File: config.mk
export PLATFORM = sky130hd
export DESIGN_NAME = texel_fetch_unit
export DESIGN_NICKNAME = d
export VERILOG_FILES = /design/src/rtl/texfetch_pkg.sv /design/src/rtl/texfetch_level_scale.sv /design/src/rtl/texfetch_coord_sel.sv /design/src/rtl/texfetch_addr_gen.sv /design/src/rtl/texel_fetch_unit.sv
export SDC_FILE = /design/constraint.sdc
export NUM_CORES = 1
export LEC_CHECK = 0
export BUFFER_PORTS_ARGS = -buffer_cell sky130_fd_sc_hd__buf_2
export CAP_MARGIN = 20
export CORE_AREA = 2 2 211 213
export DETAILED_ROUTE_END_ITERATION = 10
export DIE_AREA = 0 0 213 215
export SLEW_MARGIN = 20
export SYNTH_ARGS = -nofsm -noshare
export SYNTH_HDL_FRONTEND = slang
export SYNTH_HIERARCHICAL = 1
export SYNTH_SLANG_ARGS = --single-unit
File: constraint.sdc
create_clock -name clk -period 73.8 [get_ports clk]
set_input_delay 22.14 -clock clk [delete_from_list [all_inputs] [get_ports clk]]
set_output_delay 22.14 -clock clk [all_outputs]
set_load 0.01 [all_outputs]
File: src/rtl/texfetch_pkg.sv
// Shared definitions for the texel fetch path.
// Assumes resource kinds fit in three bits; the codes are part of the port contract.
package texfetch_pkg;

    typedef enum logic [2:0] {
        KIND_BUFFER    = 3'd0,
        KIND_LINE      = 3'd1,
        KIND_PLANE     = 3'd2,
        KIND_VOLUME    = 3'd3,
        KIND_RECT      = 3'd4,
        KIND_CUBE      = 3'd5,
        KIND_LINE_ARR  = 3'd6,
        KIND_PLANE_ARR = 3'd7
    } res_kind_e;

endpackage

File: src/rtl/texfetch_level_scale.sv
// Reduces one base extent to its size at a mip level: base >> level, floored at 1.
// Assumes level is below COORD_W so the shift is meaningful.
module texfetch_level_scale #(
    parameter int COORD_W = 12,
    parameter int LVL_W   = 2
) (
    input  logic [COORD_W-1:0] base_extent,
    input  logic [LVL_W-1:0]   level,
    output logic [COORD_W-1:0] level_extent
);

    logic [COORD_W-1:0] shifted;

    // Shift and apply the one-texel floor.
    always_comb begin
        shifted      = base_extent >> level;
        level_extent = (shifted == '0) ? COORD_W'(1) : shifted;
    end

endmodule

File: src/rtl/texfetch_coord_sel.sv
// Chooses which address components act as column, row and slice for a resource
// kind, sets the limit each is checked against, and reports whether all fit.
// Unused axes get coordinate 0 and limit 1 so they always pass.
// Assumes extents are already scaled to the selected mip level.
module texfetch_coord_sel
    import texfetch_pkg::*;
#(
    parameter int COORD_W = 12
) (
    input  logic [2:0]         kind,
    input  logic [COORD_W-1:0] ax,
    input  logic [COORD_W-1:0] ay,
    input  logic [COORD_W-1:0] az,
    input  logic [COORD_W-1:0] w_lvl,
    input  logic [COORD_W-1:0] h_lvl,
    input  logic [COORD_W-1:0] d_lvl,
    input  logic [COORD_W-1:0] layers,
    output logic [COORD_W-1:0] col,
    output logic [COORD_W-1:0] row,
    output logic [COORD_W-1:0] slice,
    output logic [COORD_W-1:0] row_pitch_rows,
    output logic               is_cube,
    output logic               coords_ok
);

    logic [COORD_W-1:0] lim_row;
    logic [COORD_W-1:0] lim_slice;

    // Per-kind mapping of address components onto the three memory axes.
    always_comb begin
        col            = ax;
        row            = '0;
        slice          = '0;
        lim_row        = COORD_W'(1);
        lim_slice      = COORD_W'(1);
        row_pitch_rows = COORD_W'(1);
        is_cube        = 1'b0;
        unique case (res_kind_e'(kind))
            KIND_BUFFER, KIND_LINE: ;
            KIND_PLANE, KIND_RECT: begin
                row            = ay;
                lim_row        = h_lvl;
                row_pitch_rows = h_lvl;
            end
            KIND_VOLUME: begin
                row            = ay;
                slice          = az;
                lim_row        = h_lvl;
                lim_slice      = d_lvl;
                row_pitch_rows = h_lvl;
            end
            KIND_LINE_ARR: begin
                slice     = ay;
                lim_slice = layers;
            end
            KIND_PLANE_ARR: begin
                row            = ay;
                slice          = az;
                lim_row        = h_lvl;
                lim_slice      = layers;
                row_pitch_rows = h_lvl;
            end
            default: is_cube = 1'b1;
        endcase
    end

    // All used axes must lie inside their limits; cube never passes.
    always_comb begin
        coords_ok = !is_cube && (col < w_lvl) && (row < lim_row) && (slice < lim_slice);
    end

endmodule

File: src/rtl/texfetch_addr_gen.sv
// Linear texel address: level base + (slice*rows + row)*width + col.
// Assumes the result fits ADDR_W; upper bits are dropped otherwise.
module texfetch_addr_gen #(
    parameter int COORD_W = 12,
    parameter int ADDR_W  = 20
) (
    input  logic [ADDR_W-1:0]  level_base,
    input  logic [COORD_W-1:0] col,
    input  logic [COORD_W-1:0] row,
    input  logic [COORD_W-1:0] slice,
    input  logic [COORD_W-1:0] rows,
    input  logic [COORD_W-1:0] width,
    output logic [ADDR_W-1:0]  texel_addr
);

    logic [ADDR_W-1:0] row_index;

    // Row index across slices, then scale by width and add the column.
    always_comb begin
        row_index  = ADDR_W'(slice) * ADDR_W'(rows) + ADDR_W'(row);
        texel_addr = level_base + row_index * ADDR_W'(width) + ADDR_W'(col);
    end

endmodule

File: src/rtl/texel_fetch_unit.sv
// Unfiltered texel fetch with range checking.
// Decodes the resource kind, scales extents to the requested mip level, checks
// every used component, and issues one memory read when all pass. The memory
// returns data one cycle after the read; the response is registered, giving a
// two-cycle request-to-response latency. Rejected and cube requests do not read
// memory and answer with zeros. Assumes MAX_LEVELS >= 2 and in-order memory.
module texel_fetch_unit
    import texfetch_pkg::*;
#(
    parameter int COORD_W    = 12,
    parameter int ADDR_W     = 20,
    parameter int DATA_W     = 32,
    parameter int MAX_LEVELS = 4,
    localparam int LVL_W     = $clog2(MAX_LEVELS),
    localparam int LCNT_W    = $clog2(MAX_LEVELS + 1)
) (
    input  logic                         clk,
    input  logic                         rst_n,
    input  logic                         req_valid,
    input  logic [2:0]                   req_kind,
    input  logic [COORD_W-1:0]           addr_x,
    input  logic [COORD_W-1:0]           addr_y,
    input  logic [COORD_W-1:0]           addr_z,
    input  logic [COORD_W-1:0]           addr_w,
    input  logic [COORD_W-1:0]           desc_width,
    input  logic [COORD_W-1:0]           desc_height,
    input  logic [COORD_W-1:0]           desc_depth,
    input  logic [COORD_W-1:0]           desc_layers,
    input  logic [LCNT_W-1:0]            desc_levels,
    input  logic [MAX_LEVELS*ADDR_W-1:0] desc_level_base,
    output logic                         mem_rd_en,
    output logic [ADDR_W-1:0]            mem_rd_addr,
    input  logic [DATA_W-1:0]            mem_rd_data,
    output logic                         rsp_valid,
    output logic [DATA_W-1:0]            rsp_data,
    output logic                         rsp_err
);

    localparam int NUM_AXES = 3;

    logic               level_used;
    logic               level_ok;
    logic [LVL_W-1:0]   level_idx;
    logic [COORD_W-1:0] base_ext [NUM_AXES];
    logic [COORD_W-1:0] lvl_ext  [NUM_AXES];
    logic [ADDR_W-1:0]  level_base;
    logic [COORD_W-1:0] col, row, slice, rows;
    logic               is_cube;
    logic               coords_ok;
    logic [ADDR_W-1:0]  texel_addr;
    logic               s1_valid, s1_ok, s1_err;

    // Level check: buffers ignore w; others need w below both the count and table size.
    always_comb begin
        level_used = (req_kind != KIND_BUFFER);
        level_ok   = !level_used ||
                     ((addr_w < COORD_W'(desc_levels)) && (addr_w < COORD_W'(MAX_LEVELS)));
        level_idx  = (level_used && level_ok) ? addr_w[LVL_W-1:0] : '0;
        level_base = desc_level_base[level_idx*ADDR_W +: ADDR_W];
    end

    // Gather the base extents so each axis can be scaled by the same unit.
    always_comb begin
        base_ext[0] = desc_width;
        base_ext[1] = desc_height;
        base_ext[2] = desc_depth;
    end

    for (genvar a = 0; a < NUM_AXES; a++) begin : g_axis
        texfetch_level_scale #(
            .COORD_W(COORD_W),
            .LVL_W  (LVL_W)
        ) u_scale (
            .base_extent (base_ext[a]),
            .level       (level_idx),
            .level_extent(lvl_ext[a])
        );
    end

    texfetch_coord_sel #(
        .COORD_W(COORD_W)
    ) u_sel (
        .kind          (req_kind),
        .ax            (addr_x),
        .ay            (addr_y),
        .az            (addr_z),
        .w_lvl         (lvl_ext[0]),
        .h_lvl         (lvl_ext[1]),
        .d_lvl         (lvl_ext[2]),
        .layers        (desc_layers),
        .col           (col),
        .row           (row),
        .slice         (slice),
        .row_pitch_rows(rows),
        .is_cube       (is_cube),
        .coords_ok     (coords_ok)
    );

    texfetch_addr_gen #(
        .COORD_W(COORD_W),
        .ADDR_W (ADDR_W)
    ) u_addr (
        .level_base(level_base),
        .col       (col),
        .row       (row),
        .slice     (slice),
        .rows      (rows),
        .width     (lvl_ext[0]),
        .texel_addr(texel_addr)
    );

    // Read strobe: only for a live request that passed every check.
    always_comb begin
        mem_rd_en   = rst_n && req_valid && coords_ok && level_ok;
        mem_rd_addr = texel_addr;
    end

    // Stage 1: remember what the in-flight request expects from memory.
    always_ff @(posedge clk) begin
        if (!rst_n) begin
            s1_valid <= 1'b0;
            s1_ok    <= 1'b0;
            s1_err   <= 1'b0;
        end else begin
            s1_valid <= req_valid;
            s1_ok    <= req_valid && coords_ok && level_ok;
            s1_err   <= req_valid && is_cube;
        end
    end

    // Stage 2: register the response, zeroing data for rejected requests.
    always_ff @(posedge clk) begin
        if (!rst_n) begin
            rsp_valid <= 1'b0;
            rsp_data  <= '0;
            rsp_err   <= 1'b0;
        end else begin
            rsp_valid <= s1_valid;
            rsp_data  <= s1_ok ? mem_rd_data : '0;
            rsp_err   <= s1_err;
        end
    end

endmodule

; After elaboration in Yosys (flattened, before gate mapping)
; Index checks and enable logic that the tools add are counted.
[op_classes]
shifts = 4
n_reduce_logical = 23
order_cmp = 5
n_eq_ne = 6
muxes = 9
multipliers = 3
n_addsub = 3
[op_table]
columns = op, count
row1 = $shiftx A80 B8 Y20, 1
row2 = $mux W12, 5
row3 = $pmux W12 S2, 2
row4 = $add A20 B12 Y20, 2
row5 = $logic_not A12 Y1, 3
row6 = $lt A12 B12 Y1, 3
row7 = $shr A12 B2 Y12, 3
row8 = $add A20 B20 Y20, 1
row9 = $mul A12 B12 Y20, 1
row10 = $mul A20 B12 Y20, 1
row11 = $lt A12 B3 Y1, 1
row12 = $lt A12 B3 Y1 const B, 1
row13 = $logic_and A1 B1 Y1, 11
row14 = $eq A3 B3 Y1 const B, 3
row15 = $reduce_or A7 Y1, 1
row16 = $eq A3 B2 Y1 const B, 2
row17 = $mul A2 B3 Y5 const B, 1
row18 = $reduce_or A2 Y1, 2
row19 = $reduce_or A4 Y1, 1
row20 = $eq A3 B1 Y1 const B, 1
row21 = $logic_not A3 Y1, 1
row22 = $reduce_bool A3 Y1, 1
row23 = $mux W2, 1
row24 = $reduce_and A2 Y1, 1
row25 = 3 further kinds, 3
[totals]
register_bits = 37
out_inout_bits = 55
in_bits = 217
wordCells = 59

; Logic depth before layout (Yosys ltp)
; Gate-level depths: netlist of run 1.
[logic_depth]
depth_word = 14
mapped_depth = 53
ltp_nobuf = 50

; Hierarchy
; The synthesis of run 1 kept the hierarchy.
[by_module_without_submodules]
columns = mod, area_per_inst_um2, n_inst, cells_per_inst, seq_area_each_um2
row1 = texfetch_addr_gen, 10567.6, 1, 1221, 0.0
row2 = texel_fetch_unit, 1905.6, 1, 216, 740.7
row3 = texfetch_coord_sel, 1396.3, 1, 207, 0.0
row4 = texfetch_level_scale, 389.1, 3, 43, 0.0

; Worst setup path before layout of run 1
; No wires, ideal clock.
[synth_path]
kind = input -> output
startpoint = in desc_levels[1]
endpoint = out mem_rd_addr[19]
path_slack_ns = 18.099
path_stages = 46
n_path_buf = 2
arrival_ns = 33.561
required_ns = 51.660
path_cell_list = inv_1 -> ha_1 -> o21ai_0 -> nor2_1 -> nor4b_1 -> and2_1 -> buf_6 -> mux2_4 -> nor4b_2 -> o32a_1 -> nand2b_1 -> clkbuf_1 -> nand2_1 -> fa_1 -> inv_1 -> fa_1 -> inv_1 -> fa_1 -> [10 not listed] -> fa_1 -> inv_1 -> fa_1 -> inv_1 -> fa_1 -> fa_1 -> fa_1 -> fa_1 -> ha_1 -> o21a_1 -> o21ai_0 -> nand2b_1 -> and2_1 -> o211ai_1 -> a211o_1 -> o21ai_0 -> xnor2_1 -> xnor2_1
[synth_rtl]
columns = element, line
row1 = from (decl), texel_fetch_unit.sv:29  ; input logic [LCNT_W-1:0] desc_levels,
row2 = to (decl), texel_fetch_unit.sv:32  ; output logic [ADDR_W-1:0] mem_rd_addr,

==> results of run 1 <==
## cell usage in the layout (no fill, tap or decap), types with 9 or more instances in the layout
| master | count |
|---|---|
| a21oi_1 | 41 |
| fa_1 | 251 |
| mux2_2 | 20 |
| a32oi_1 | 20 |
| nand2_1 | 228 |
| a211oi_1 | 9 |
| dfxtp_1 | 37 |
| xor2_1 | 10 |
| a22oi_1 | 11 |
| nand2b_1 | 19 |
| o21ai_0 | 27 |
| inv_1 | 356 |
| ha_1 | 141 |
| mux2i_1 | 15 |
| xnor2_1 | 40 |
| and2_1 | 148 |
| mux4_2 | 12 |
| buf_2 | 271 |
| nor2b_1 | 12 |
| nor2_1 | 54 |
| nor3_1 | 13 |
| nand3_1 | 49 |
| and3_1 | 33 |
| buf_4 | 25 |
| a22o_1 | 12 |
## worst max-delay path: cells and delay by family
kind                     cells  cell delay, ns
adder cells (fa/ha/maj)     14            6.26
AND/OR/NAND/NOR             13            3.20
AO/OA/AOI/OAI                9            1.64
XOR/XNOR                     3            0.94
buffers and inverters        7            0.91
## area by class of cell
| type | instances | area, sq um | share of cell area |
|---|---|---|---|
| Multi-Input combinational cell | 1290 | 12500 | 0.733 |
| Timing Repair Buffer | 296 | 1540 | 0.0903 |
| Inverter | 356 | 1340 | 0.0782 |
| Sequential cell | 37 | 741 | 0.0433 |
| Tap cell | 592 | 741 | 0.0433 |
| Clock buffer | 5 | 125 | 0.00732 |
| Clock inverter | 3 | 65.1 | 0.00381 |
| Antenna cell | 1 | 2.50 | 0.000146 |
## worst min-delay path by stage
| stage | endpoint |
|---|---|
| after floorplan | rsp_err |
| after global placement | rsp_err |
| after detailed placement | rsp_err |
| after CTS | rsp_err |
| after global routing | rsp_err |
| final | rsp_err |
## sequential cells by signal (all words and copies together) (netlist names)
name / count
s1_err: 1
rsp_valid: 1
rsp_err: 1
rsp_data: 32
s1_ok: 1
s1_valid: 1
## kinds of logic after synthesis
family,Yosys count
AO/OA/AOI/OAI,179
XOR/XNOR,56
adder cells (fa/ha/maj),392
buffers and inverters,446
flip-flops,37
multiplexers,50
AND/OR/NAND/NOR,613
## stage by stage
step                      worst slack (ns)  area, sq um  hold slack, ns  instances
final                                16.53        17100           0.491       2580
after floorplan                      18.10        15000           0.412       1773
after detailed placement             16.47        16900           0.484       2571
after CTS                            16.45        17100           0.496       2579
after global placement               16.69        16900           0.482       2571
after global routing                 15.50        17100           0.513       2579
## metal layers
metal  track usage  routed length [um]  part of all wire
met1         0.243               18500              0.44
met2         0.332               20800              0.49
met3        0.0297                2200             0.052
met4        0.0403                 911             0.021
met5             0                  11           0.00026
==> results.py, run 1 <==
metrics = {
    "route": {
        "drc": 0,
        "via_per_inst": 4.88,
        "final_antenna_net_count": 0,
        "first_pass_iters": 5,
        "drtIter0Drc": 474,
        "wire_per_inst_um": 16.5,
        "wl_um": 42400,
        "routed-via-count": 12600,
    },
    "setup_path": {
        "start_kind": "input port",
        "path_max_fanout": 24,
        "cp-endpoint": "mem_rd_addr[19]",
        "crit_path_start": "addr_w[1]",
        "crit_path_end_kind": "output port",
        "criticalPathCategory": "in -> out",
        "r2r_cells": 1,
        "crit_top_cell": "fa_1",
        "crit_required_ns": 51.66,
        "cp.arrival_ns": 35.13,
        "max_stage_delay_ns": 0.57,
        "cpMaxStageDelayCell": "fa_1",
        "r2r_slack_ns": 72.56,
        "r2r-start": "s1_ok",
        "timing.rr.end": "rsp_data[14]",
    },
    "synth": {
        "synth_nets": 2382,
        "synth_cell_types": 70,
        "synth_edf_count": 0,
        "ys_seq_area_frac": 0.0493,
        "synth_top_family_by_area": "adder cells",
        "synth.most_common_cell": "inv_1",
        "yosysWarnings": 6,
        "netlist_top_cells_count": "inv_1, fa_1, nand2_1",
        "synthFlopType": "dfxtp_1",
        "syn_area_sq_um": 15000,
        "synthAdderAreaFrac": 0.451,
        "synthSimpleGateAreaFrac": 0.214,
        "syn_avg_cell_area_sq_um": 8.48,
        "postSynthCellCount": 1773,
        "synth_area_leaders": "fa_1, ha_1, inv_1, and2_1, nand2_1",
        "ys_ff_latch": 37,
        "synth_compound_area_frac": 0.0840,
        "synthArstFlopShare": 0,
        "netlist.area_leader.share": 0.334,
        "synth_mux_area_frac": 0.0459,
        "synth_xor_area_frac": 0.0374,
        "yosysTopAreaCell": "fa_1",
    },
    "clock_network": {
        "clockRootBuffer": "clkbuf_16",
        "cts_made_buffers": 5,
        "insertion_delay_ns": 0.28,
        "clk_pin_slew_ns": 0.05,
        "tritoncts": "yes",
        "post-cts-setup-buffers": 0,
        "htreeDepth": 2,
        "cts.sinks": 37,
        "cts_buffer_depth": 2,
        "cts_resized": 0,
        "cts_hold_buffers": 0,
    },
    "worst_hold_path": {
        "whs_path_depth": 1,
        "hp-class": "reg -> reg",
        "hold_start": "s1_err",
    },
    "place": {
        "dpl.hpwl_um": 36700,
        "gp_congestion": 0.871,
        "io_buffers": 271,
    },
    "global_route": {
        "overflow": 0,
        "grt_pass1_vias": 13400,
        "antenna_found_initial": 3,
        "track_usage": 0.189,
        "grt_max_degree": 51,
        "grt_pass1_wl_um": 69100,
    },
    "sta": {
        "slew_headroom": 0.271,
        "rsz0062_at_grt": "no",
        "hold_violations": 0,
        "fin_crit_ns": 57.27,
        "final.setup.tns_ns": 0,
        "min_period_over_period": 0.776,
        "maxSlewViolCount": 0,
        "max_freq_mhz": 17.5,
        "fin_worst_skew_ns": 0.00233,
        "max_slew.worst_pin.slew_ns": 1.09,
        "setup_viol": 0,
    },
    "run": {
        "cap_violations": 0,
    },
    "die": {
        "dieArea_sq_um": 45800,
        "chipWidth_um": 213,
        "ioPinCount": 272,
        "start_util": 0.345,
        "rows": 77,
        "core_area_sq_um": 43600,
        "die_h_um": 215,
    },
    "layout": {
        "fillCellCount": 4490,
        "drive_above_1_share": 0.185,
        "final_util": 0.392,
        "area_growth_pct": 13.6,
        "nets": 2595,
    },
    "status": {
        "status": "finished clean",
    },
}
Power of run 1 is left out: the tool's default activity adds up to more than one toggle a clock period on the data nets, which glitch-free logic cannot reach.
==> run 2, diff against run 1 <==
clock period = 49.5 ns   (was 73.8 ns; I/O delays follow)
==> results.py, run 2 (synthesis gave the netlist of run 1 again) <==
metrics = {
    "die": {
        "ioPinCount": 272,
        "start_util": 0.345,
        "rows": 77,
        "core_area_sq_um": 43600,
        "die_h_um": 215,
        "dieArea_sq_um": 45800,
        "chipWidth_um": 213,
    },
    "sta": {
        "setup_viol": 0,
        "final.setup.tns_ns": 0,
        "max_freq_mhz": 23.4,
        "rsz0062_at_grt": "no",
        "hold_ws_ns": 0.494,
        "max_slew.worst_pin.slew_ns": 1.14,
        "fin_worst_skew_ns": 0.00572,
        "slew_headroom": 0.237,
        "min_period_over_period": 0.864,
        "fin_crit_ns": 42.77,
        "maxSlewViolCount": 0,
        "hold_violations": 0,
    },
    "setup_path": {
        "crit_path_end_kind": "output port",
        "cp.arrival_ns": 27.92,
        "cpMaxStageDelayCell": "fa_1",
        "criticalPathCategory": "in -> out",
        "crit_top_cell": "fa_1",
        "start_kind": "input port",
        "crit_family": "adder cells",
        "critical_path_buf_inv_count": 9,
        "crit_required_ns": 34.65,
        "path_max_fanout": 39,
        "max_stage_delay_ns": 0.57,
    },
    "clock_network": {
        "cts_hold_buffers": 0,
        "htreeDepth": 2,
        "cts_resized": 0,
        "cts.sinks": 37,
        "post-cts-setup-buffers": 0,
        "cts_made_buffers": 5,
        "insertion_delay_ns": 0.28,
        "cts_buffer_depth": 2,
        "clockRootBuffer": "clkbuf_16",
        "clk_pin_slew_ns": 0.06,
        "tritoncts": "yes",
    },
    "route": {
        "via_per_inst": 4.88,
        "drc": 0,
        "drtIter0Drc": 607,
        "routed-via-count": 12600,
        "wl_um": 42800,
        "wire_per_inst_um": 16.6,
        "first_pass_iters": 4,
        "final_antenna_net_count": 0,
    },
    "layout": {
        "most-common-layout-cells": "inv_1, buf_2, fa_1, nand2_1, and2_1",
        "final_common_cell": "inv_1",
        "fillCellCount": 4465,
        "area_growth_pct": 13.6,
        "nets": 2595,
        "largest_reg_flops": 32,
        "drive_above_1_share": 0.185,
        "final_util": 0.392,
        "top_register": "rsp_data",
    },
    "global_route": {
        "overflow": 0,
        "antenna_found_initial": 2,
        "busiest_layer": "met2",
        "track_usage": 0.190,
        "grt_use_met1": 0.248,
        "met3_usage": 0.0292,
        "use_met2": 0.331,
        "grt_max_degree": 51,
        "grt_pass1_wl_um": 69600,
        "grt_pass1_vias": 13500,
    },
    "worst_hold_path": {
        "hp-class": "reg -> reg",
    },
    "status": {
        "status": "finished clean",
    },
    "place": {
        "io_buffers": 271,
        "gp_congestion": 0.871,
        "dpl.hpwl_um": 36700,
    },
    "run": {
        "cap_violations": 0,
    },
}
[run 2: cell counts in the layout (fill, tap and decap cells not counted)]
Identical to the previous run, type by type.
[run 2: metrics by stage]
step | area [sq um] | setup slack, ns | cells
final | 17100 | 6.73 | 2580
after global placement | 16900 | 6.97 | 2571
after global routing | 17100 | 5.66 | 2579
after detailed placement | 16900 | 6.72 | 2571
after CTS | 17100 | 6.70 | 2579
after floorplan | 15000 | 8.38 | 1773
[run 2: final timing paths]
| kind | to | from | cells past startpoint | slack [ns] |
|---|---|---|---|---|
| worst max-delay path | mem_rd_addr[19] | addr_w[1] | 47 | 6.73 |
| worst min-delay path | rsp_valid | s1_valid | 1 | 0.49 |
| worst max register to register | rsp_data[29] | s1_ok | 1 | 48.28 |
| worst min register to register | rsp_valid | s1_valid | 1 | 0.49 |
[run 2: final cells by class]
class                   count  area [sq um]  share of cell area
diodes                      1          2.50            0.000146
multi-input cells        1290         12500               0.733
inverters                 356          1340              0.0782
flip-flops and latches     37           741              0.0433
clock buffers               5           125             0.00732
well taps                 592           741              0.0433
clock inverters             3          65.1             0.00381
repair buffers            296          1540              0.0903
[run 2: metal layers]
layer | routed length (um) | vias to the layer above
met5 | 13 | -
li1 | - | 6020
met2 | 20600 | 329
met3 | 2250 | 61
met1 | 18900 | 6176
met4 | 1000 | 2
Power of run 2 is left out for the same reason.
==> run 3, diff against run 2 <==
CORE_AREA = 2 2 251 179   (was 2 2 211 213)
DIE_AREA = 0 0 253 181   (was 0 0 213 215)
==> results.py, run 3 (synthesis gave the netlist of run 1 again) <==
metrics = {
    "status": {
        "status": "finished clean",
    },
    "die": {
        "core_area_sq_um": 43200,
        "die_h_um": 181,
        "start_util": 0.348,
        "chipWidth_um": 253,
        "dieArea_sq_um": 45800,
        "rows": 64,
        "ioPinCount": 272,
    },
    "route": {
        "drc": 0,
        "drtIter0Drc": 773,
        "first_pass_iters": 5,
        "routed-via-count": 13000,
        "via_per_inst": 5.11,
        "wl_um": 47500,
        "final_antenna_net_count": 0,
        "wire_per_inst_um": 18.6,
    },
    "place": {
        "gp_congestion": 0.931,
        "placed_area_sq_um": 16800,
        "dpl.hpwl_um": 40100,
        "io_buffers": 271,
    },
    "setup_path": {
        "cp.arrival_ns": 28.60,
        "criticalPathCategory": "in -> out",
        "path_max_fanout": 69,
        "start_kind": "input port",
        "max_stage_delay_ns": 0.65,
        "crit_path_end_kind": "output port",
        "crit_top_cell": "fa_1",
        "r2r_slack_ns": 48.32,
        "cpMaxStageDelayCell": "xnor2_1",
        "crit_required_ns": 34.65,
    },
    "layout": {
        "area_growth_pct": 13.2,
        "post-route-cell-area_sq_um": 17000,
        "final_common_cell": "inv_1",
        "most-common-layout-cells": "inv_1, buf_2, fa_1, nand2_1, and2_1",
        "top_register": "rsp_data",
        "nets": 2592,
        "drive_above_1_share": 0.186,
        "final_util": 0.394,
        "largest_reg_flops": 32,
    },
    "global_route": {
        "overflow": 0,
        "track_usage": 0.206,
        "grt_pass1_vias": 13100,
        "antenna_found_initial": 5,
        "grt_pass1_wl_um": 73300,
        "grt_max_degree": 70,
    },
    "clock_network": {
        "cts_hold_buffers": 0,
        "htreeDepth": 2,
        "clk_pin_slew_ns": 0.05,
        "cts_resized": 0,
        "tritoncts": "yes",
        "clockRootBuffer": "clkbuf_16",
        "cts_made_buffers": 5,
        "insertion_delay_ns": 0.27,
        "cts_buffer_depth": 2,
        "cts.sinks": 37,
        "post-cts-setup-buffers": 0,
    },
    "run": {
        "cap_violations": 0,
    },
    "sta": {
        "fin_crit_ns": 43.45,
        "maxSlewViolCount": 0,
        "max_slew.worst_pin.slew_ns": 1.16,
        "rsz0062_at_grt": "no",
        "hold_violations": 0,
        "setup_viol": 0,
        "slew_headroom": 0.226,
        "final.setup.tns_ns": 0,
        "fin_worst_skew_ns": 0.00242,
        "min_period_over_period": 0.878,
        "max_freq_mhz": 23.0,
    },
    "worst_hold_path": {
        "hp-class": "reg -> reg",
    },
}
## run 3: final timing paths
check                                from               to  cells past startpoint
worst min-delay path               s1_err          rsp_err                      1
worst max register to register      s1_ok     rsp_data[23]                      1
worst max-delay path            addr_w[1]  mem_rd_addr[19]                     47
worst min register to register     s1_err          rsp_err                      1
## run 3: cell type report
| class | instances | area, sq um |
|---|---|---|
| antenna | 4 | 10.0 |
| inverter | 356 | 1340 |
| fill | 4463 | 26200 |
| clock buffer | 7 | 153 |
| sequential | 37 | 741 |
| clock inverter | 1 | 5.00 |
| timing repair buffer | 293 | 1520 |
| tap | 561 | 702 |
| multi-input combinational | 1290 | 12600 |
## run 3: metrics by stage
stage	hold WS (ns)	std cells	worst slack, ns
2_1_floorplan	0.412	1773	8.38
3_3_place_gp	0.414	2536	6.51
3_5_place_dp	0.420	2536	5.97
4_1_cts	0.433	2544	5.99
5_1_grt	0.454	2549	5.09
6_report	0.430	2549	6.05
## run 3: worst max-delay path, delay by kind of cell
kind | cells | cell delay [ns]
AOI/OAI and AO/OA | 9 | 1.78
xor gates and xnor gates | 3 | 1.12
adders and majority gates | 14 | 6.29
buffers and inverters | 8 | 1.53
and+or+nand+nor | 13 | 2.96
## run 3: metal layers
layer	GRT usage	wire length (um)	vias to the layer above
met4	0.0651	1260	0
li1	-	-	6023
met5	0	0	-
met2	0.320	21000	508
met3	0.0401	3920	58
met1	0.288	21200	6431
Power of run 3 is left out for the same reason.
